**src/rtl/rtc_pkg.sv**
```systemverilog
package rtc_pkg;
  localparam int TT_W = 8;

  typedef enum logic [1:0] {
    KIND_NORMAL = 2'd0,
    KIND_RESET  = 2'd1,
    KIND_ERROR  = 2'd2
  } trap_kind_e;

  localparam logic [TT_W-1:0] TT_POR = 8'd1;
  localparam logic [TT_W-1:0] TT_WDR = 8'd2;
  localparam logic [TT_W-1:0] TT_XIR = 8'd3;
  localparam logic [TT_W-1:0] TT_SIR = 8'd4;

  // Reset vectors are spaced 32 bytes apart, indexed by trap type
  localparam int VEC_SHIFT = 5;

  typedef struct packed {
    logic            fire;
    trap_kind_e      kind;
    logic [TT_W-1:0] tt;
    logic            from_wdog;
  } verdict_t;
endpackage

```
**src/rtl/rtc_edge.sv**
```systemverilog
module rtc_edge #(
  parameter bit FALLING = 1'b1,
  parameter bit IDLE    = 1'b0
) (
  input  logic clk,
  input  logic rst,
  input  logic din,
  output logic pulse
);
  logic prev;

  always_ff @(posedge clk) begin
    if (rst) prev <= IDLE;
    else     prev <= din;
  end

  generate
    if (FALLING) begin : g_fall
      assign pulse = prev & ~din;
    end else begin : g_rise
      assign pulse = ~prev & din;
    end
  endgenerate
endmodule

```
**src/rtl/rtc_err_timer.sv**
```systemverilog
module rtc_err_timer #(
  parameter int LIMIT = 8
) (
  input  logic clk,
  input  logic rst,
  input  logic run,
  output logic done
);
  localparam int CW = $clog2(LIMIT + 1);
  logic [CW-1:0] cnt;

  always_ff @(posedge clk) begin
    if (rst || !run) cnt <= '0;
    else             cnt <= cnt + 1'b1;
  end

  assign done = run && (cnt == CW'(LIMIT - 1));

  // expiry always ends the error interval on the next cycle
  assert_timer_ends_error_R10: assert property (@(posedge clk) disable iff (rst)
    done |=> !run);
  assert_timer_bounded_R10: assert property (@(posedge clk) disable iff (rst)
    cnt <= CW'(LIMIT));
endmodule

```
**src/rtl/rtc_arbiter.sv**
```systemverilog
module rtc_arbiter
  import rtc_pkg::*;
#(
  parameter int              TL_W    = 3,
  parameter int              MAX_TL  = 5,
  parameter logic [TT_W-1:0] WDOG_TT = 8'h46
) (
  input  logic            por_ev,
  input  logic            xir_ev,
  input  logic            wd_ev,
  input  logic            sir_ev,
  input  logic            trq_ev,
  input  logic [TT_W-1:0] trq_tt,
  input  logic [TL_W-1:0] tl,
  input  logic            wd_pend,
  input  logic            in_err,
  input  logic            err_done,
  output verdict_t        v
);
  localparam logic [TL_W-1:0] TL_MAX = TL_W'(MAX_TL);
  logic at_max;

  assign at_max = (tl >= TL_MAX);

  always_comb begin
    v = '0;
    if (por_ev) begin
      v.fire = 1'b1; v.kind = KIND_RESET; v.tt = TT_POR;
    end else if (xir_ev) begin
      v.fire = 1'b1; v.kind = KIND_RESET; v.tt = TT_XIR;
    end else if (in_err) begin
      if (err_done) begin
        v.fire = 1'b1; v.kind = KIND_RESET; v.tt = TT_WDR;
      end
    end else if (wd_ev) begin
      v.fire = 1'b1;
      if (at_max || wd_pend) begin
        v.kind = KIND_RESET; v.tt = TT_WDR;
      end else begin
        v.kind = KIND_NORMAL; v.tt = WDOG_TT; v.from_wdog = 1'b1;
      end
    end else if (sir_ev) begin
      v.fire = 1'b1; v.tt = TT_SIR;
      v.kind = at_max ? KIND_ERROR : KIND_RESET;
    end else if (trq_ev) begin
      v.fire = 1'b1; v.tt = trq_tt;
      v.kind = at_max ? KIND_ERROR : KIND_NORMAL;
    end
  end
endmodule

```
**src/rtl/reset_trap_ctrl.sv**
```systemverilog
module reset_trap_ctrl
  import rtc_pkg::*;
#(
  parameter int              AW         = 32,
  parameter int              TL_W       = 3,
  parameter int              MAX_TL     = 5,
  parameter int              ERR_CYCLES = 8,
  parameter logic [TT_W-1:0] WDOG_TT    = 8'h46
) (
  input  logic            clk,
  input  logic            rst,
  input  logic [AW-1:0]   rst_base,
  input  logic            por_hold,
  input  logic            ext_rst_n,
  input  logic            wdog_tmo,
  input  logic            sir_req,
  input  logic            trap_req,
  input  logic [TT_W-1:0] trap_tt,
  input  logic            tl_load,
  input  logic [TL_W-1:0] tl_value,
  output logic            trap_valid,
  output logic [1:0]      trap_kind,
  output logic [TT_W-1:0] trap_type,
  output logic [AW-1:0]   trap_vector,
  output logic            red_state,
  output logic            error_state,
  output logic [TL_W-1:0] trap_level
);
  localparam logic [TL_W-1:0] TL_MAX = TL_W'(MAX_TL);

  logic     por_ev, xir_ev, err_done, wd_pend;
  verdict_t v;

  rtc_edge #(.FALLING(1'b1), .IDLE(1'b0)) u_por_edge (
    .clk(clk), .rst(rst), .din(por_hold), .pulse(por_ev));

  rtc_edge #(.FALLING(1'b1), .IDLE(1'b1)) u_xir_edge (
    .clk(clk), .rst(rst), .din(ext_rst_n), .pulse(xir_ev));

  rtc_err_timer #(.LIMIT(ERR_CYCLES)) u_timer (
    .clk(clk), .rst(rst), .run(error_state), .done(err_done));

  rtc_arbiter #(.TL_W(TL_W), .MAX_TL(MAX_TL), .WDOG_TT(WDOG_TT)) u_arb (
    .por_ev(por_ev), .xir_ev(xir_ev), .wd_ev(wdog_tmo), .sir_ev(sir_req),
    .trq_ev(trap_req), .trq_tt(trap_tt), .tl(trap_level), .wd_pend(wd_pend),
    .in_err(error_state), .err_done(err_done), .v(v));

  always_ff @(posedge clk) begin
    if (rst) begin
      trap_valid  <= 1'b0;
      trap_kind   <= KIND_NORMAL;
      trap_type   <= '0;
      trap_vector <= '0;
      red_state   <= 1'b0;
      error_state <= 1'b0;
      trap_level  <= '0;
      wd_pend     <= 1'b0;
    end else begin
      trap_valid <= v.fire;
      if (v.fire) begin
        trap_kind <= v.kind;
        trap_type <= v.tt;
        unique case (v.kind)
          KIND_RESET: begin
            trap_vector <= rst_base + (AW'(v.tt) << VEC_SHIFT);
            red_state   <= 1'b1;
            error_state <= 1'b0;
            trap_level  <= TL_MAX;
            wd_pend     <= 1'b0;
          end
          KIND_ERROR: begin
            trap_vector <= '0;
            error_state <= 1'b1;
          end
          default: begin
            trap_vector <= '0;
            trap_level  <= trap_level + 1'b1;
            if (v.from_wdog) wd_pend <= 1'b1;
          end
        endcase
      end else if (tl_load && !error_state) begin
        trap_level <= (tl_value > TL_MAX) ? TL_MAX : tl_value;
        red_state  <= 1'b0;
      end
    end
  end

  // every reset trap lands in RED_state at the ceiling level
  assert_reset_enters_red_R2: assert property (@(posedge clk) disable iff (rst)
    (trap_valid && trap_kind == KIND_RESET) |-> (red_state && !error_state && trap_level == TL_MAX));
  // reset traps only carry the four reset type codes
  assert_reset_type_range_R11: assert property (@(posedge clk) disable iff (rst)
    (trap_valid && trap_kind == KIND_RESET) |-> (trap_type >= TT_POR && trap_type <= TT_SIR));
  // error_state is only ever entered with an error-entry pulse
  assert_error_entry_pulse_R5: assert property (@(posedge clk) disable iff (rst)
    $rose(error_state) |-> (trap_valid && trap_kind == KIND_ERROR));
  // error_state only ends with a reset trap
  assert_error_exit_reset_R10: assert property (@(posedge clk) disable iff (rst)
    $fell(error_state) |-> (trap_valid && trap_kind == KIND_RESET));
  // a pass-through trap raises the level by exactly one
  assert_normal_level_step_R6: assert property (@(posedge clk) disable iff (rst)
    (trap_valid && trap_kind == KIND_NORMAL) |-> (trap_level == $past(trap_level) + 1'b1));
  // level never exceeds the ceiling
  assert_level_bounded_R13: assert property (@(posedge clk) disable iff (rst)
    trap_level <= TL_MAX);
endmodule

```
**config.mk**
```make
export PLATFORM = sky130hd
export DESIGN_NAME = reset_trap_ctrl
export DESIGN_NICKNAME = d
export VERILOG_FILES = /design/src/rtl/rtc_pkg.sv /design/src/rtl/rtc_edge.sv /design/src/rtl/rtc_err_timer.sv /design/src/rtl/rtc_arbiter.sv /design/src/rtl/reset_trap_ctrl.sv
export SDC_FILE = /design/constraint.sdc
export NUM_CORES = 1
export LEC_CHECK = 0
export BUFFER_PORTS_ARGS = -buffer_cell sky130_fd_sc_hd__buf_4
export CAP_MARGIN = 20
export CORE_MARGIN = 2
export CORE_UTILIZATION = 28
export CTS_CLUSTER_DIAMETER = 200
export DETAILED_ROUTE_END_ITERATION = 7
export PLACE_DENSITY = 0.52
export SLEW_MARGIN = 20
export SYNTH_ARGS = -nofsm -noshare
export SYNTH_HDL_FRONTEND = slang
export SYNTH_SLANG_ARGS = --single-unit
export TNS_END_PERCENT = 10
```
**constraint.sdc**
```tcl
create_clock -name clk -period 6.65 [get_ports clk]
set_clock_uncertainty 0.2 [all_clocks]
set_input_delay 1.6625 -clock clk [delete_from_list [all_inputs] [get_ports clk]]
set_output_delay 1.6625 -clock clk [all_outputs]
set_load 0.02 [all_outputs]
```
==> impl_metrics.xml <==
<?xml version="1.0" encoding="UTF-8"?>
<metrics>
  <group name="status">
    <metric name="status" unit="">finished clean</metric>
  </group>
  <group name="drt">
    <metric name="routed_wl" unit="um">9050</metric>
    <metric name="routed_wl_per_cell" unit="um">15.4</metric>
    <metric name="antenna_violating_nets_post_route" unit="">0</metric>
    <metric name="drc" unit="">0</metric>
    <metric name="drt_first_pass_iters" unit="">4</metric>
    <metric name="dr_total_vias" unit="">2918</metric>
    <metric name="viasPerCell" unit="">4.97</metric>
    <metric name="drt-initial-drc-count" unit="">119</metric>
  </group>
  <group name="setup_path">
    <metric name="setup.worst_path.end_class" unit="">flop</metric>
    <metric name="data_arrival_critical_path" unit="ps">4420</metric>
    <metric name="worst_path_dominant_cell_family" unit="">simple AND/OR/NAND/NOR gates</metric>
    <metric name="start_kind" unit="">input pin</metric>
    <metric name="cp_cell_instances" unit="">buf_4 &gt; nand2_1 &gt; nor2_1 &gt; o311a_1 &gt; inv_1 &gt; ha_1 &gt; nand2b_1 &gt; nor2_1 &gt; buf_4 &gt; a32oi_1 &gt; nand2_1</metric>
    <metric name="worst_path_largest_cell_delay" unit="ps">600</metric>
    <metric name="crit_cells" unit="">11</metric>
    <metric name="worst-r2r-setup-slack" unit="ps">2840</metric>
    <metric name="worstSetupStartpoint" unit="">wdog_tmo</metric>
    <metric name="start_of_the_worst_register_to_register_path" unit="">trap_level[1]$_SDFFE_PP0P_</metric>
    <metric name="worst_r2r_endpoint" unit="">trap_vector[29]$_SDFFE_PP0P_</metric>
    <metric name="critical_path.slowest_cell" unit="">sky130_fd_sc_hd__ha_1</metric>
    <metric name="critPathBufInv" unit="">3</metric>
    <metric name="path_class" unit="">input pin to flop</metric>
    <metric name="ff2ff_path_depth" unit="">12</metric>
    <metric name="critPathCapture" unit="">trap_vector[29]$_SDFFE_PP0P_</metric>
    <metric name="critical_path_data_required_time" unit="ps">6700</metric>
    <metric name="path_max_fanout" unit="">17</metric>
  </group>
  <group name="place">
    <metric name="routability_cong" unit="">0.797</metric>
    <metric name="place_hpwl" unit="um">6950</metric>
    <metric name="dpl-instance-area" unit="mm^2">0.00397</metric>
    <metric name="portBuffers" unit="">98</metric>
  </group>
  <group name="power">
    <metric name="power.density_cell_area" unit="mW/mm^2">204</metric>
    <metric name="irDropWorstVdd" unit="V">0.0000850</metric>
    <metric name="internal-power" unit="W">0.000572</metric>
    <metric name="p_leak" unit="nW">1.86</metric>
    <metric name="power_switching_share" unit="">0.311</metric>
    <metric name="power_frac_seq" unit="">0.450</metric>
    <metric name="power.net_switching" unit="W">0.000258</metric>
    <metric name="power.share.clock" unit="">0.273</metric>
    <metric name="power_frac_comb" unit="">0.277</metric>
  </group>
  <group name="global_route">
    <metric name="grt_usage" unit="">0.146</metric>
    <metric name="grt_antenna_before_repair" unit="">0</metric>
    <metric name="grt_pass1_wl" unit="um">13900</metric>
    <metric name="grt_start_max_net_pins" unit="">39</metric>
    <metric name="first_global_vias" unit="">2794</metric>
    <metric name="gr-total-overflow" unit="">0</metric>
  </group>
  <group name="timing">
    <metric name="finalHoldViolations" unit="">0</metric>
    <metric name="fmax" unit="MHz">229</metric>
    <metric name="setup_viol_count_final" unit="">0</metric>
    <metric name="layout_min_cycle_time" unit="ps">4370</metric>
    <metric name="tns" unit="ps">0</metric>
    <metric name="rsz_0062_raised_after_global_routing" unit="">no</metric>
    <metric name="maxSlewHeadroom" unit="">0.462</metric>
    <metric name="tightest_slew" unit="ps">807</metric>
    <metric name="drv_slew" unit="">0</metric>
    <metric name="finalCritPeriodShare" unit="">0.657</metric>
  </group>
  <group name="floorplan">
    <metric name="effective_utilization_at_floorplan" unit="">0.288</metric>
    <metric name="standard_cell_row_count" unit="">38</metric>
    <metric name="core" unit="mm^2">0.0109</metric>
    <metric name="dieArea" unit="mm^2">0.0121</metric>
    <metric name="x_dimension_of_the_die" unit="um">110</metric>
    <metric name="ios" unit="">99</metric>
    <metric name="die_y" unit="um">110</metric>
  </group>
  <group name="logic_synthesis">
    <metric name="main_combinational_cell_family_by_area_after_synthesis" unit="">simple AND/OR/NAND/NOR gates</metric>
    <metric name="synth.distinct_cells" unit="">61</metric>
    <metric name="synth_top_area_frac" unit="">0.351</metric>
    <metric name="synth_warnings" unit="">0</metric>
    <metric name="dominantRegCellSynth" unit="">sky130_fd_sc_hd__dfxtp_1</metric>
    <metric name="synth_fa_ha_area_frac" unit="">0.0582</metric>
    <metric name="synthesis.area" unit="mm^2">0.00314</metric>
    <metric name="synth_area_leaders" unit="">sky130_fd_sc_hd__dfxtp_1, sky130_fd_sc_hd__ha_1, sky130_fd_sc_hd__a21oi_1</metric>
    <metric name="postSynthAreaPerCell" unit="um^2">8.81</metric>
    <metric name="synth-edff-count" unit="">0</metric>
    <metric name="syn_nets" unit="">421</metric>
    <metric name="synth_xor_area_frac" unit="">0.0530</metric>
    <metric name="ys_ff_latch" unit="">55</metric>
    <metric name="synth-compound-area-share" unit="">0.213</metric>
    <metric name="yosys.area_share.simple" unit="">0.241</metric>
    <metric name="yosys.area.top_type" unit="">sky130_fd_sc_hd__dfxtp_1</metric>
    <metric name="synth.mux.area_fraction" unit="">0.0363</metric>
    <metric name="async_flop_share" unit="">0</metric>
    <metric name="yosysSeqAreaShare" unit="">0.351</metric>
    <metric name="syn_inst" unit="">356</metric>
  </group>
  <group name="flow_run">
    <metric name="max_cap_violations" unit="">0</metric>
  </group>
  <group name="cells_and_area">
    <metric name="final_core_utilization" unit="">0.375</metric>
    <metric name="final_design_area_no_fill" unit="mm^2">0.00408</metric>
    <metric name="mostFrequentLayoutCells" unit="">sky130_fd_sc_hd__buf_4, sky130_fd_sc_hd__dfxtp_1, sky130_fd_sc_hd__nand2_1</metric>
    <metric name="antenna-diode-count" unit="">0</metric>
    <metric name="net_total_in_the_final_layout" unit="">511</metric>
    <metric name="area_growth_syn_to_layout" unit="%">30.0</metric>
    <metric name="final_common_cell" unit="">sky130_fd_sc_hd__buf_4</metric>
    <metric name="layout_cell_share_with_drive_strength_beyond_1" unit="">0.295</metric>
  </group>
  <group name="clocking">
    <metric name="cts-htree-levels" unit="">2</metric>
    <metric name="clkSlewWorstSetupHoldPaths" unit="ps">110</metric>
    <metric name="clockBufferDepth" unit="">2</metric>
    <metric name="postCtsSetupBuffers" unit="">0</metric>
    <metric name="root_buffer" unit="">sky130_fd_sc_hd__clkbuf_8</metric>
    <metric name="numCtsBuffers" unit="">5</metric>
    <metric name="cts_sinks" unit="">55</metric>
    <metric name="cts_hold_buffers" unit="">0</metric>
    <metric name="cts_tree" unit="">built</metric>
    <metric name="worst_skew_pair.late_latency" unit="ps">310</metric>
    <metric name="cts.repair.resized" unit="">0</metric>
  </group>
  <group name="worst_hold_path">
    <metric name="hold_path_class" unit="">flop to flop</metric>
  </group>
</metrics>
==> worst reg2reg max path, delay by kind of cell (launching register included) <==
kind / cells / cell delay [ps]
compound gates: 4 / 900
fa+ha+maj: 2 / 770
simple gates: 3 / 1020
flops: 1 / 430
buf+inv: 3 / 440
==> area by class of cell <==
cell class              instances  area (um^2)
flip-flops and latches         55         1100
repair buffers                101          758
clock buffers                   6         72.6
inverters                      12         45.0
fillers                      1130         6810
clock inverters                 2         38.8
well taps                     140          175
multi-input cells             271         1890
==> synth_stat cells, types with 4 or more instances <==
master,number
sky130_fd_sc_hd__a22o_1,12
sky130_fd_sc_hd__ha_1,13
sky130_fd_sc_hd__xnor2_1,15
sky130_fd_sc_hd__mux2i_1,10
sky130_fd_sc_hd__nor4_2,6
sky130_fd_sc_hd__nor2b_1,4
sky130_fd_sc_hd__o21ai_0,10
sky130_fd_sc_hd__dfxtp_1,55
sky130_fd_sc_hd__nand2_1,35
sky130_fd_sc_hd__a32oi_1,8
sky130_fd_sc_hd__nor3_1,4
sky130_fd_sc_hd__nor2_1,28
sky130_fd_sc_hd__a21oi_1,27
sky130_fd_sc_hd__inv_1,12
sky130_fd_sc_hd__and3_1,18
sky130_fd_sc_hd__nand2b_1,5
sky130_fd_sc_hd__buf_2,7
sky130_fd_sc_hd__clkbuf_1,7
sky130_fd_sc_hd__nand3_1,15
sky130_fd_sc_hd__xor2_1,4
==> worst min-delay path by stage <==
stage / from / to / slack (ps) / depth (start not counted)
6_report: trap_vector[0]$_SDFFE_PP0P_ / trap_vector[0]$_SDFFE_PP0P_ / 260 / 2
5_1_grt: trap_type[6]$_SDFFE_PP0P_ / trap_type[6]$_SDFFE_PP0P_ / 290 / 2
4_1_cts: trap_vector[0]$_SDFFE_PP0P_ / trap_vector[0]$_SDFFE_PP0P_ / 260 / 2
3_5_place_dp: trap_vector[0]$_SDFFE_PP0P_ / trap_vector[0]$_SDFFE_PP0P_ / 250 / 2
3_3_place_gp: u_timer.cnt[0]$_SDFF_PP0_ / u_timer.cnt[0]$_SDFF_PP0_ / 230 / 1
2_1_floorplan: u_timer.cnt[0]$_SDFF_PP0_ / u_timer.cnt[0]$_SDFF_PP0_ / 220 / 1
==> cell families (layout without fill, tap and decap cells) <==
logic type,Yosys count,in the layout
compound gates,89,89
xor+xnor,19,19
fa+ha+maj,14,14
buf+inv,30,121
flops,55,55
mux,11,11
simple gates,138,138
==> stage by stage <==
stage               cells  hold slack (ps)  total power [W]  worst slack [ps]
finish                587              261         0.000830              2280
global route          587              286         0.000876              2100
CTS                   587              265         0.000847              2300
detailed placement    579              248         0.000613              1970
global placement      579              232         0.000610              2080
floorplan             356              218         0.000514              2610
==> flip-flops by register name, summed over array words and instances, names as in the netlist <==
| name | flops |
|---|---|
| trap_vector | 32 |
| wd_pend | 1 |
| trap_level | 3 |
| trap_valid | 1 |
| error_state | 1 |
| trap_type | 8 |
| u_timer.cnt | 4 |
| red_state | 1 |
| u_por_edge.prev | 1 |
| u_xir_edge.prev | 1 |
| trap_kind | 2 |
==> metal layers <==
| layer | global-route usage | wire, um | vias to the layer above |
|---|---|---|---|
| li1 | - | - | 1477 |
| met1 | 0.188 | 4080 | 1382 |
| met2 | 0.253 | 4530 | 55 |
| met3 | 0.0285 | 385 | 4 |
| met4 | 0.0307 | 54 | 0 |
| met5 | 0 | 0 | - |
==> power by group through the flow <==
stage / logic, W / clock network (W) / registers, W
floorplan: 0.000104 / 0 / 0.000410
global placement: 0.000229 / 0 / 0.000382
detailed placement: 0.000231 / 0 / 0.000382
CTS: 0.000232 / 0.000241 / 0.000375
global route: 0.000250 / 0.000248 / 0.000378
finish: 0.000230 / 0.000227 / 0.000374
No activity file was read; power rests on OpenSTA's default activity.
